`src/rtl/mbus_pkg.sv`:
```
`timescale 1ns/1ps
package mbus_pkg;

  // Bus sequencer states; order is irrelevant to decoding.
  typedef enum logic [2:0] {
    ST_IDLE = 3'd0,
    ST_T1   = 3'd1,
    ST_T2   = 3'd2,
    ST_T3   = 3'd3,
    ST_TW   = 3'd4,
    ST_T4   = 3'd5,
    ST_HOLD = 3'd6
  } mbus_state_e;

endpackage

```
`src/rtl/mbus_rst_sync.sv`:
```
`timescale 1ns/1ps
module mbus_rst_sync #(
  parameter int STAGES = 2
) (
  input  logic clk,
  input  logic rst_ni,
  output logic rst_no
);

  logic [STAGES-1:0] sync_q;

  generate
    if (STAGES == 1) begin : g_one
      always_ff @(posedge clk or negedge rst_ni) begin
        if (!rst_ni) sync_q <= '0;
        else         sync_q <= 1'b1;
      end
    end else begin : g_chain
      always_ff @(posedge clk or negedge rst_ni) begin
        if (!rst_ni) sync_q <= '0;
        else         sync_q <= {sync_q[STAGES-2:0], 1'b1};
      end
    end
  endgenerate

  assign rst_no = sync_q[STAGES-1];

endmodule

```
`src/rtl/mbus_fsm.sv`:
```
`timescale 1ns/1ps
module mbus_fsm
  import mbus_pkg::*;
(
  input  logic        clk,
  input  logic        rst_n,
  input  logic        start,
  input  logic        ready,
  input  logic        hold,
  output mbus_state_e state_o
);

  mbus_state_e state_q, state_d;

  always_comb begin
    state_d = state_q;
    unique case (state_q)
      ST_IDLE: begin
        if (hold)       state_d = ST_HOLD;
        else if (start) state_d = ST_T1;
      end
      ST_T1:   state_d = ST_T2;
      ST_T2:   state_d = ST_T3;
      ST_T3:   state_d = ready ? ST_T4 : ST_TW;
      ST_TW:   state_d = ready ? ST_T4 : ST_TW;
      ST_T4:   state_d = hold ? ST_HOLD : ST_IDLE;
      ST_HOLD: state_d = hold ? ST_HOLD : ST_IDLE;
      default: state_d = ST_IDLE;
    endcase
  end

  always_ff @(posedge clk or negedge rst_n) begin
    if (!rst_n) state_q <= ST_IDLE;
    else        state_q <= state_d;
  end

  assign state_o = state_q;

endmodule

```
`src/rtl/mbus_lane.sv`:
```
`timescale 1ns/1ps
module mbus_lane #(
  parameter int DATA_W = 16
) (
  input  logic              word,
  input  logic              a0,
  input  logic [DATA_W-1:0] wdata,
  input  logic [DATA_W-1:0] bus_in,
  output logic [DATA_W-1:0] bus_wdata,
  output logic [DATA_W-1:0] rdata,
  output logic              hi_en_n
);

  localparam int HALF = DATA_W / 2;

  // Byte writes replicate onto both lanes; the strobes select the lane.
  assign bus_wdata = word ? wdata : {2{wdata[HALF-1:0]}};

  always_comb begin
    if (word)    rdata = bus_in;
    else if (a0) rdata = {{HALF{1'b0}}, bus_in[DATA_W-1:HALF]};
    else         rdata = {{HALF{1'b0}}, bus_in[HALF-1:0]};
  end

  assign hi_en_n = ~(word | a0);

endmodule

```
`src/rtl/mux_bus_seq.sv`:
```
`timescale 1ns/1ps
module mux_bus_seq
  import mbus_pkg::*;
#(
  parameter int ADDR_W   = 20,
  parameter int DATA_W   = 16,
  parameter int RST_SYNC = 2
) (
  input  logic                     clk,
  input  logic                     rst_n,
  input  logic                     req_valid,
  input  logic [ADDR_W-1:0]        req_addr,
  input  logic                     req_io,
  input  logic                     req_write,
  input  logic                     req_word,
  input  logic [DATA_W-1:0]        req_wdata,
  output logic                     req_accept,
  output logic                     rsp_err,
  output logic                     rsp_done,
  output logic [DATA_W-1:0]        rsp_rdata,
  output logic [DATA_W-1:0]        ad_out,
  input  logic [DATA_W-1:0]        ad_in,
  output logic                     ad_oe,
  output logic [ADDR_W-DATA_W-1:0] addr_hi,
  output logic                     addr_oe,
  output logic                     ale,
  output logic                     rd_n,
  output logic                     wr_n,
  output logic                     io_m_n,
  output logic                     dt_r_n,
  output logic                     den_n,
  output logic                     bhe_n,
  output logic                     ctl_oe,
  input  logic                     ready,
  input  logic                     hold,
  output logic                     hlda
);

  localparam int HI_W = ADDR_W - DATA_W;

  logic        rst_s_n;
  mbus_state_e state;

  logic [ADDR_W-1:0] addr_q;
  logic              io_q, wr_q, word_q;
  logic [DATA_W-1:0] wdata_q, rdata_q;
  logic [DATA_W-1:0] lane_wdata, lane_rdata;
  logic              lane_bhe_n;

  logic is_idle, in_t1, in_data, in_t4, active, misaligned, capture;

  mbus_rst_sync #(.STAGES(RST_SYNC)) i_rst_sync (
    .clk    (clk),
    .rst_ni (rst_n),
    .rst_no (rst_s_n)
  );

  // Request qualification
  assign is_idle    = (state == ST_IDLE);
  assign misaligned = req_word & req_addr[0];
  assign req_accept = is_idle & ~hold & req_valid & ~misaligned;
  assign rsp_err    = is_idle & ~hold & req_valid &  misaligned;

  mbus_fsm i_fsm (
    .clk     (clk),
    .rst_n   (rst_s_n),
    .start   (req_accept),
    .ready   (ready),
    .hold    (hold),
    .state_o (state)
  );

  // State decode
  assign in_t1   = (state == ST_T1);
  assign in_data = (state == ST_T2) | (state == ST_T3) | (state == ST_TW);
  assign in_t4   = (state == ST_T4);
  assign active  = in_t1 | in_data | in_t4;
  assign capture = ((state == ST_T3) | (state == ST_TW)) & ready;

  // Request and read-data registers, each with a written-out enable
  always_ff @(posedge clk or negedge rst_s_n) begin
    if (!rst_s_n) begin
      addr_q  <= '0;
      io_q    <= 1'b0;
      wr_q    <= 1'b0;
      word_q  <= 1'b0;
      wdata_q <= '0;
    end else if (req_accept) begin
      addr_q  <= req_addr;
      io_q    <= req_io;
      wr_q    <= req_write;
      word_q  <= req_word;
      wdata_q <= req_wdata;
    end
  end

  always_ff @(posedge clk or negedge rst_s_n) begin
    if (!rst_s_n)     rdata_q <= '0;
    else if (capture) rdata_q <= lane_rdata;
  end

  mbus_lane #(.DATA_W(DATA_W)) i_lane (
    .word      (word_q),
    .a0        (addr_q[0]),
    .wdata     (wdata_q),
    .bus_in    (ad_in),
    .bus_wdata (lane_wdata),
    .rdata     (lane_rdata),
    .hi_en_n   (lane_bhe_n)
  );

  // Bus outputs
  assign ale     = in_t1;
  assign ad_oe   = in_t1 | (in_data & wr_q);
  assign ad_out  = in_t1 ? addr_q[DATA_W-1:0] : lane_wdata;
  assign addr_oe = active;
  assign addr_hi = in_t1 ? addr_q[ADDR_W-1:DATA_W]
                         : {io_q, wr_q, {(HI_W-2){1'b0}}};
  assign rd_n    = ~(in_data & ~wr_q);
  assign wr_n    = ~(in_data &  wr_q);
  assign den_n   = ~in_data;
  assign io_m_n  = active ? io_q : 1'b0;
  assign dt_r_n  = active ? wr_q : 1'b1;
  assign bhe_n   = active ? lane_bhe_n : 1'b1;
  assign ctl_oe  = (state != ST_HOLD);
  assign hlda    = (state == ST_HOLD);

  assign rsp_done  = in_t4;
  assign rsp_rdata = rdata_q;

endmodule

```
`config.mk`:
```
export PLATFORM = sky130hd
export DESIGN_NAME = mux_bus_seq
export DESIGN_NICKNAME = d
export VERILOG_FILES = /design/src/rtl/mbus_pkg.sv /design/src/rtl/mbus_rst_sync.sv /design/src/rtl/mbus_fsm.sv /design/src/rtl/mbus_lane.sv /design/src/rtl/mux_bus_seq.sv
export SDC_FILE = /design/constraint.sdc
export NUM_CORES = 1
export LEC_CHECK = 0
export ABC_AREA = 1
export BUFFER_PORTS_ARGS = -buffer_cell sky130_fd_sc_hd__buf_2
export CORE_ASPECT_RATIO = 1.4
export CORE_UTILIZATION = 36
export CTS_BUF_LIST = sky130_fd_sc_hd__clkbuf_4 sky130_fd_sc_hd__clkbuf_8
export DETAILED_ROUTE_END_ITERATION = 10
export PLACE_DENSITY = 0.69
export SLEW_MARGIN = 10
export SYNTH_ARGS = -nofsm -noshare
export SYNTH_HDL_FRONTEND = slang
export SYNTH_HIERARCHICAL = 1
export SYNTH_SLANG_ARGS = --single-unit
```
`constraint.sdc`:
```
create_clock -name clk -period 2.6 [get_ports clk]
set_clock_uncertainty 0.1 [all_clocks]
set_input_delay 0.39 -clock clk [delete_from_list [all_inputs] [get_ports clk]]
set_output_delay 0.39 -clock clk [all_outputs]
set_load 0.02 [all_outputs]
```
==> metrics.md, run 1 <==
| Metric | Value |
|---|---|
| Filler cells | `899` |
| Total track usage | `21.1%` |
| H-tree depth | `3` |
| Routed wire length | `9090 um` |
| Core Util, Final | `45.9%` |
| Max frequency | `432 MHz` |
| Syn-to-layout area delta | `23.4%` |
| Die Y | `114 um` |
| VDD IR max | `753 uV` |
| Average wire per standard cell | `14.0 um` |
| Core Footprint | `8610 um2` |
| WP buf/inv | `3` |
| Inserted Clock Buffers | `9` |
| Worst Setup Start Kind | `flop` |
| Max Slew Vio Count | `0` |
| Vias in the first global route | `3075` |
| Post-Layout Inst Area | `3950 um2` |
| Row cnt | `40` |
| Reg2reg end | `wdata_q[3]` |
| Worst slew pin tran | `681 ps` |
| Top Family by Delay on Critical Path | `buffers and inverters` |
| Die ar. | `9280 um2` |
| Area leader, netlist | `dfrtp_1` |
| CP Class | `flop to output pin` |
| Arrival @ worst endpoint | `1830 ps` |
| R2R Path Start | `i_fsm/state_o[0]` |
| Layout Nets | `598` |
| Setup slack at placement | `658 ps` |
| Crit path time final | `2320 ps` |
| Leakage power | `2.38 nW` |
| Synth warnings | `6` |
| HP Start | `req_wdata[15]` |
| GRT busiest layer | `met2` |
| Yosys reg bits | `60` |
| CP max stage delay | `480 ps` |
| CTS tree | `built` |
| Routability cong. | `0.894` |
| Drt first pass iters | `4` |
| Via/cell ratio | `4.94` |
| Initial cell density of the core | `37.2%` |
| Top-area cell type share of the netlist area | `46.9%` |
| Post-Synthesis Cells | `441` |
| WHS Path Cells | `3` |
| Post-route setup slack | `285 ps` |
| Global route overflow | `0` |
| Status | `completed` |
| Worst min path class | `input pin to flop` |
| Io pins | `110` |
| Worst-path clk slew | `80 ps` |
| Setup violators final | `0` |
| Hold Fails Final Rpt | `0` |
| Crit path max fanout | `17` |
| Net Count, Synth | `501` |
| Max Cap Viol | `0` |
| Initial drt markers | `183` |
| Slowest CP cell | `dfrtp_1` |
| RSZ-0062 raised after global routing | `no` |
| Register-to-Register Path Depth | `6` |
| Residual DRC count | `0` |
| Die width | `81.7 um` |
| Slew headroom | `54.6%` |
| CTS resizes | `0` |
| Post-DP HPWL | `6580 um` |
| Hold EP | `wdata_q[15]` |
| P per Cell Area | `1270 nW/um2` |
| Insertion delay of the later-clocked pin in the worst-skew pair | `340 ps` |
| Vias | `3203` |
| Clk root buf | `clkbuf_8` |
| Setup crit end kind | `output pin` |
| Global-route wire length before repair | `14700 um` |
| Register area share after synthesis | `46.9%` |
| M2 GR Usage | `36.3%` |
| Worst Path Required | `2110 ps` |
| Ranking of synthesized cells by area | `dfrtp_1, nand2_1, nand3_1` |
| Syn Area/Cell | `7.26 um2` |
| Post-route ant nets | `0` |
| Cell mode on critical path | `nand2_1` |
| DP Area | `3740 um2` |
| Crit share post-route | `89.0%` |
| Clk buf depth | `2` |
| GR Util met3 | `3.68%` |
| Met1 Use GR | `24.9%` |
| Largest net degree at the start of global routing | `40` |
| Setup TNS | `0 ps` |
| Synth unique cells | `26` |
| Cells along the critical path | `nor2_1, nand2_1, inv_1, buf_4, nand2_1, o21ai_0, buf_2` |
| Internal reg-to-reg setup slack | `890 ps` |
| Initial antenna violation count | `0` |
| WP depth | `7` |
| Antenna Cells | `0` |
| Synth Cell Area | `3200 um2` |
| # clock sinks | `60` |
| Share of cells above drive strength 1 | `26.9%` |
| Port Buffers | `109` |
-- layout make-up --
class	instances	area, um2	area share (%)
clock buffer	10	138	3.49
clock inverter	6	63.8	1.62
inverter	26	105	2.66
multi-input combinational	322	1370	34.8
sequential	60	1500	38.1
tap	105	131	3.33
timing repair buffer	119	636	16.1
-- cells in the final DEF (no fill, tap or decap) --
master and count:
clkinv_2 2, buf_4 8, inv_8 1, nand2_2 1, clkinvlp_4 2, or2_2 1
nand4_1 17, nand3_2 2, inv_2 2, conb_1 1, nor2_2 1, nand3_4 1
or2_0 1, inv_1 23, dlygate4sd3_1 1, clkbuf_8 10, nand2_4 2, buf_2 109
bufinv_16 1, o21ai_0 3, dfrtp_1 59, buf_12 1, a21oi_1 2, o21ai_1 1
dfrtp_2 1, clkinv_4 1, nor3_1 1, nand2_1 227, nand3_1 49, nor2_1 12
-- tightest hold or removal path, delay by kind of cell --
family                 cells  cell delay (ps)
buffers and inverters      1               80
AND/OR/NAND/NOR            2              110
-- stage by stage --
step,hold slack (ps),total power [mW],instances
floorplan,-5.59,3.49,441
global placement,76.8,4.13,631
detailed placement,80.2,4.18,631
CTS,153,5.07,648
global route,162,5.44,648
finish,168,5.02,648
-- synth_stat cells --
cell type    n
buf_6        2
conb_1       1
inv_1       23
or2_2        1
a21oi_1      2
nand3_1     49
nand4_1     17
or2_0        1
clkbuf_1     1
nand3_4      1
nand2_4      2
nand3_2      2
nor3_1       1
o21ai_1      1
buf_4       16
buf_2        9
nand2_1    227
buf_1        4
buf_8        1
inv_2        2
nand2_2      1
dfrtp_1     60
o21ai_0      3
nor2_2       1
nor2_1      12
inv_8        1
-- metal layers --
metal  vias to the layer above  part of all wire, %
met3                        16                  5.9
met2                       128                   51
met4                         0                  2.1
met5                         -                    0
li1                       1562                    -
met1                      1497                   41
-- how the worst max path moves through the flow --
stage,start,end,slack (ps)
final,i_fsm/state_o[2],addr_hi[3],280
after global routing,i_fsm/state_o[2],addr_hi[3],110
after CTS,i_fsm/state_o[2],addr_hi[3],270
after detailed placement,i_fsm/state_o[2],addr_hi[3],660
after global placement,i_fsm/state_o[2],addr_hi[3],720
after floorplan,i_rst_sync/sync_q[1],addr_q[0],710
-- logic make-up after synthesis --
logic type      Yosys count  share of synthesized area, %
flops                    60                          46.9
simple gates            315                          41.8
buf+inv                  59                          10.2
compound gates            6                         0.938
other cells               1                         0.117
-- timing repair --
item | 4_1_cts | 5_1_grt
hold endpoints to repair | 2 | 0
setup buffers | 0 | 0
setup endpoints to repair | 0 | 0
hold buffers | 1 | 0
-- report_power, final --
group | switching [mW] | leakage, nW | total, mW | internal (mW)
Clock | 0.387 | 0.0983 | 0.854 | 0.466
Sequential | 0.341 | 0.756 | 1.69 | 1.34
Combinational | 1.67 | 1.53 | 2.48 | 0.813
Total | 2.40 | 2.38 | 5.02 | 2.62
-- sequential cells by signal, indices dropped and copies added, names as in the netlist --
signal,flops
addr_q,20
i_fsm/state_o,3
i_rst_sync/sync_q,2
io_q,1
rsp_rdata,16
wdata_q,16
word_q,1
wr_q,1
No activity file was read; power rests on OpenSTA's default activity.
==> run 2: changes to the inputs <==
--- a/config.mk
+++ b/config.mk
@@ -10,6 +10,6 @@
 export CORE_ASPECT_RATIO = 1.4
-export CORE_UTILIZATION = 36
+export CORE_UTILIZATION = 40
 export CTS_BUF_LIST = sky130_fd_sc_hd__clkbuf_4 sky130_fd_sc_hd__clkbuf_8
 export DETAILED_ROUTE_END_ITERATION = 10
-export PLACE_DENSITY = 0.69
+export PLACE_DENSITY = 0.74
 export SLEW_MARGIN = 10
==> constraint.sdc (replaced) <==
create_clock -name clk -period 2.6 [get_ports clk]
set_clock_uncertainty 0.1 [all_clocks]
set_input_delay 0 -clock clk [delete_from_list [all_inputs] [get_ports clk]]
set_output_delay 0 -clock clk [all_outputs]
set_load 0.02 [all_outputs]
==> run 2 against run 1 <==
- maximum frequency up 4.7%
- cell count is 8.5% higher
- global-route usage increased by 2.4 points
- die area down 9.8%
- sequential share of layout area is 4.9 points lower
- non-clock buffer count is 61 higher
- wire length grew 3.5%
- largest cell class unchanged
- setup slack improved by 100 ps
- critical path depth unchanged
==> metrics.md, run 2 (synthesis results as in run 1) <==
| Metric | Value |
|---|---|
| Status | `completed` |
| Max Cap Viol | `0 (unchanged)` |
| P per Cell Area | `1120 nW/um2 (-12%)` |
| WP buf/inv | `2 (-1)` |
| Reg area | `1500 um2 (unchanged)` |
| Die ar. | `8370 um2 (-9.8%)` |
| Crit share post-route | `85.0% (-4.0 points)` |
| Average wire per standard cell | `13.4 um (-4.6%)` |
| Most common cell after layout, fill and taps aside | `nand2_1` |
| Comb pwr share | `50.2% (+0.7 points)` |
| Drt first pass iters | `5 (+1)` |
| Crit path time final | `2210 ps (-105 ps)` |
| Worst slew pin tran | `740 ps (+58.5 ps)` |
| Arrival @ worst endpoint | `2380 ps (+550 ps)` |
| Clk root buf | `clkbuf_8` |
| Via/cell ratio | `4.92 (-0.40%)` |
| Leakage power | `2.63 nW (+10%)` |
| Most flops, register | `addr_q` |
| Worst Setup Start Kind | `flop` |
| Die width | `77.6 um (-5.0%)` |
| Core Footprint | `7750 um2 (-10%)` |
| Port Buffers | `109 (unchanged)` |
| Antenna Cells | `0 (unchanged)` |
| Routability cong. | `0.883 (-1.3%)` |
| Post-DP HPWL | `6250 um (-5.0%)` |
| Initial drt markers | `205 (+12%)` |
| Residual DRC count | `0 (unchanged)` |
| Net Sw Frac | `47.1% (-0.70 points)` |
| Setup violators final | `0 (unchanged)` |
| Cell mode on critical path | `nand2_1` |
| Setup TNS | `0 ps (unchanged)` |
| Die Y | `108 um (-5.0%)` |
| Routed wire length | `9410 um (+3.5%)` |
| Io pins | `110 (unchanged)` |
| Total track usage | `23.5% (+2.4 points)` |
| Initial cell density of the core | `41.3% (+4.1 points)` |
| CP max stage delay | `820 ps (+340 ps)` |
| CTS tree | `built` |
| Clock Power Share | `16.0% (-1.0 points)` |
| Commonest non-fill, non-tap cells in the layout | `nand2_1, buf_2, dlygate4sd3_1` |
| RSZ-0062 raised after global routing | `no` |
| Post-route ant nets | `0 (unchanged)` |
| Syn-to-layout area delta | `41.7%` |
| Worst-path clk slew | `70 ps (about the same)` |
| Filler cells | `735 (-18%)` |
| Top Family by Delay on Critical Path | `flip-flops` |
| Worst Path Required | `2770 ps (+660 ps)` |
| Multi-input logic area | `1370 um2 (unchanged)` |
| Cells along the critical path | `inv_8, nand2_4, nand2_1, nand2_1, dlygate4sd3_1, nand4_1, nand2_1` |
| Vias | `3461 (+8.1%)` |
| DP Area | `3700 um2 (-0.90%)` |
| Worst min path class | `flop to async pin` |
| VDD IR max | `672 uV (-11%)` |
| Post-CTS Setup Repair Bufs | `0 (unchanged)` |
| # clock sinks | `60 (unchanged)` |
| Row cnt | `38 (-5.0%)` |
| Inserted Clock Buffers | `9 (unchanged)` |
| CP Class | `flop to flop` |
| Vias in the first global route | `3340 (+8.6%)` |
| Layout Nets | `659 (+10%)` |
| Max reg flops | `20 (unchanged)` |
| Largest net degree at the start of global routing | `41 (+2.5%)` |
| Insertion delay of the later-clocked pin in the worst-skew pair | `330 ps (about the same)` |
| Slowest CP cell | `dfrtp_1` |
| Global-route wire length before repair | `15200 um (+3.5%)` |
| Max frequency | `452 MHz (+4.7%)` |
| Crit path max fanout | `19 (+2)` |
| Initial antenna violation count | `0 (unchanged)` |
| Share of cells above drive strength 1 | `23.7% (-3.2 points)` |
| Hold Fails Final Rpt | `0 (unchanged)` |
| Slew headroom | `50.7% (-3.9 points)` |
| Pint | `2.69 mW (+2.4%)` |
| Setup crit end kind | `flop` |
| Post-Layout Inst Area | `4530 um2 (+15%)` |
| Clk buf depth | `2 (unchanged)` |
| Global route overflow | `0 (unchanged)` |
| Sw power | `2.39 mW (-0.44%)` |
| Max Slew Vio Count | `0 (unchanged)` |
| H-tree depth | `3 (unchanged)` |
| Flop pwr share | `33.8% (+0.3 points)` |
-- run 2: repair_timing --
action / in CTS / in global routing
hold endpoints to repair: 59 / 0
endpoints found under the setup margin: 0 / 0
resized for setup: 0 / 0
hold buffers: 64 / 0
-- run 2: path summary, 6_finish.rpt --
check	startpoint	end	slack [ps]	cells after the start
setup / recovery	word_q	rsp_rdata[2]	390	7
hold / removal	i_rst_sync/sync_q[1]	addr_q[12]	30	0
setup reg to reg	word_q	rsp_rdata[2]	390	7
hold reg to reg	i_rst_sync/sync_q[1]	addr_q[12]	30	0
max in group asynchronous	i_rst_sync/sync_q[1]	rsp_rdata[1]	1700	1
min in group clk	ad_in[15]	rsp_rdata[15]	30	5
-- run 2: power by group through the flow --
| stage | logic (mW) | registers [mW] | clock network [mW] |
|---|---|---|---|
| global placement | 2.38 | 1.70 | 0 |
| floorplan | 1.75 | 1.73 | 0 |
| detailed placement | 2.41 | 1.72 | 0 |
| finish | 2.55 | 1.72 | 0.812 |
| global route | 2.80 | 1.77 | 0.866 |
| CTS | 2.53 | 1.71 | 0.826 |
-- run 2: stage by stage --
stage,util (%),power [mW],setup slack [ps],instances,hold WS [ps]
after floorplan,-,3.49,706,441,-396
after global placement,47.8,4.09,893,624,-313
after detailed placement,47.8,4.14,872,624,-313
after CTS,58.5,5.07,468,703,15.5
after global routing,58.5,5.44,222,703,55.4
final,58.5,5.08,390,703,33.4
-- run 2: worst register-to-register path: stages, from the launching register on --
cell and delay [ps]:
dfrtp_1 820, inv_8 150, nand2_4 160, nand2_1 90, nand2_1 60, dlygate4sd3_1 560, nand4_1 120, nand2_1 100
-- run 2: per-layer routing --
| metal | wire, um | GRT usage [%] | up-vias |
|---|---|---|---|
| met3 | 452 | 3.31 | 17 |
| met2 | 5020 | 44.5 | 139 |
| met1 | 3770 | 25.9 | 1626 |
| li1 | - | - | 1679 |
| met5 | 0 | 0 | - |
| met4 | 168 | 9.30 | 0 |
-- run 2: final cells by class --
class	instances	share of cell area, %
well taps	100	2.76
multi-input cells	322	30.3
inverters	26	2.32
clock buffers	10	3.04
clock inverters	5	1.16
repair buffers	180	27.3
flip-flops and latches	60	33.1
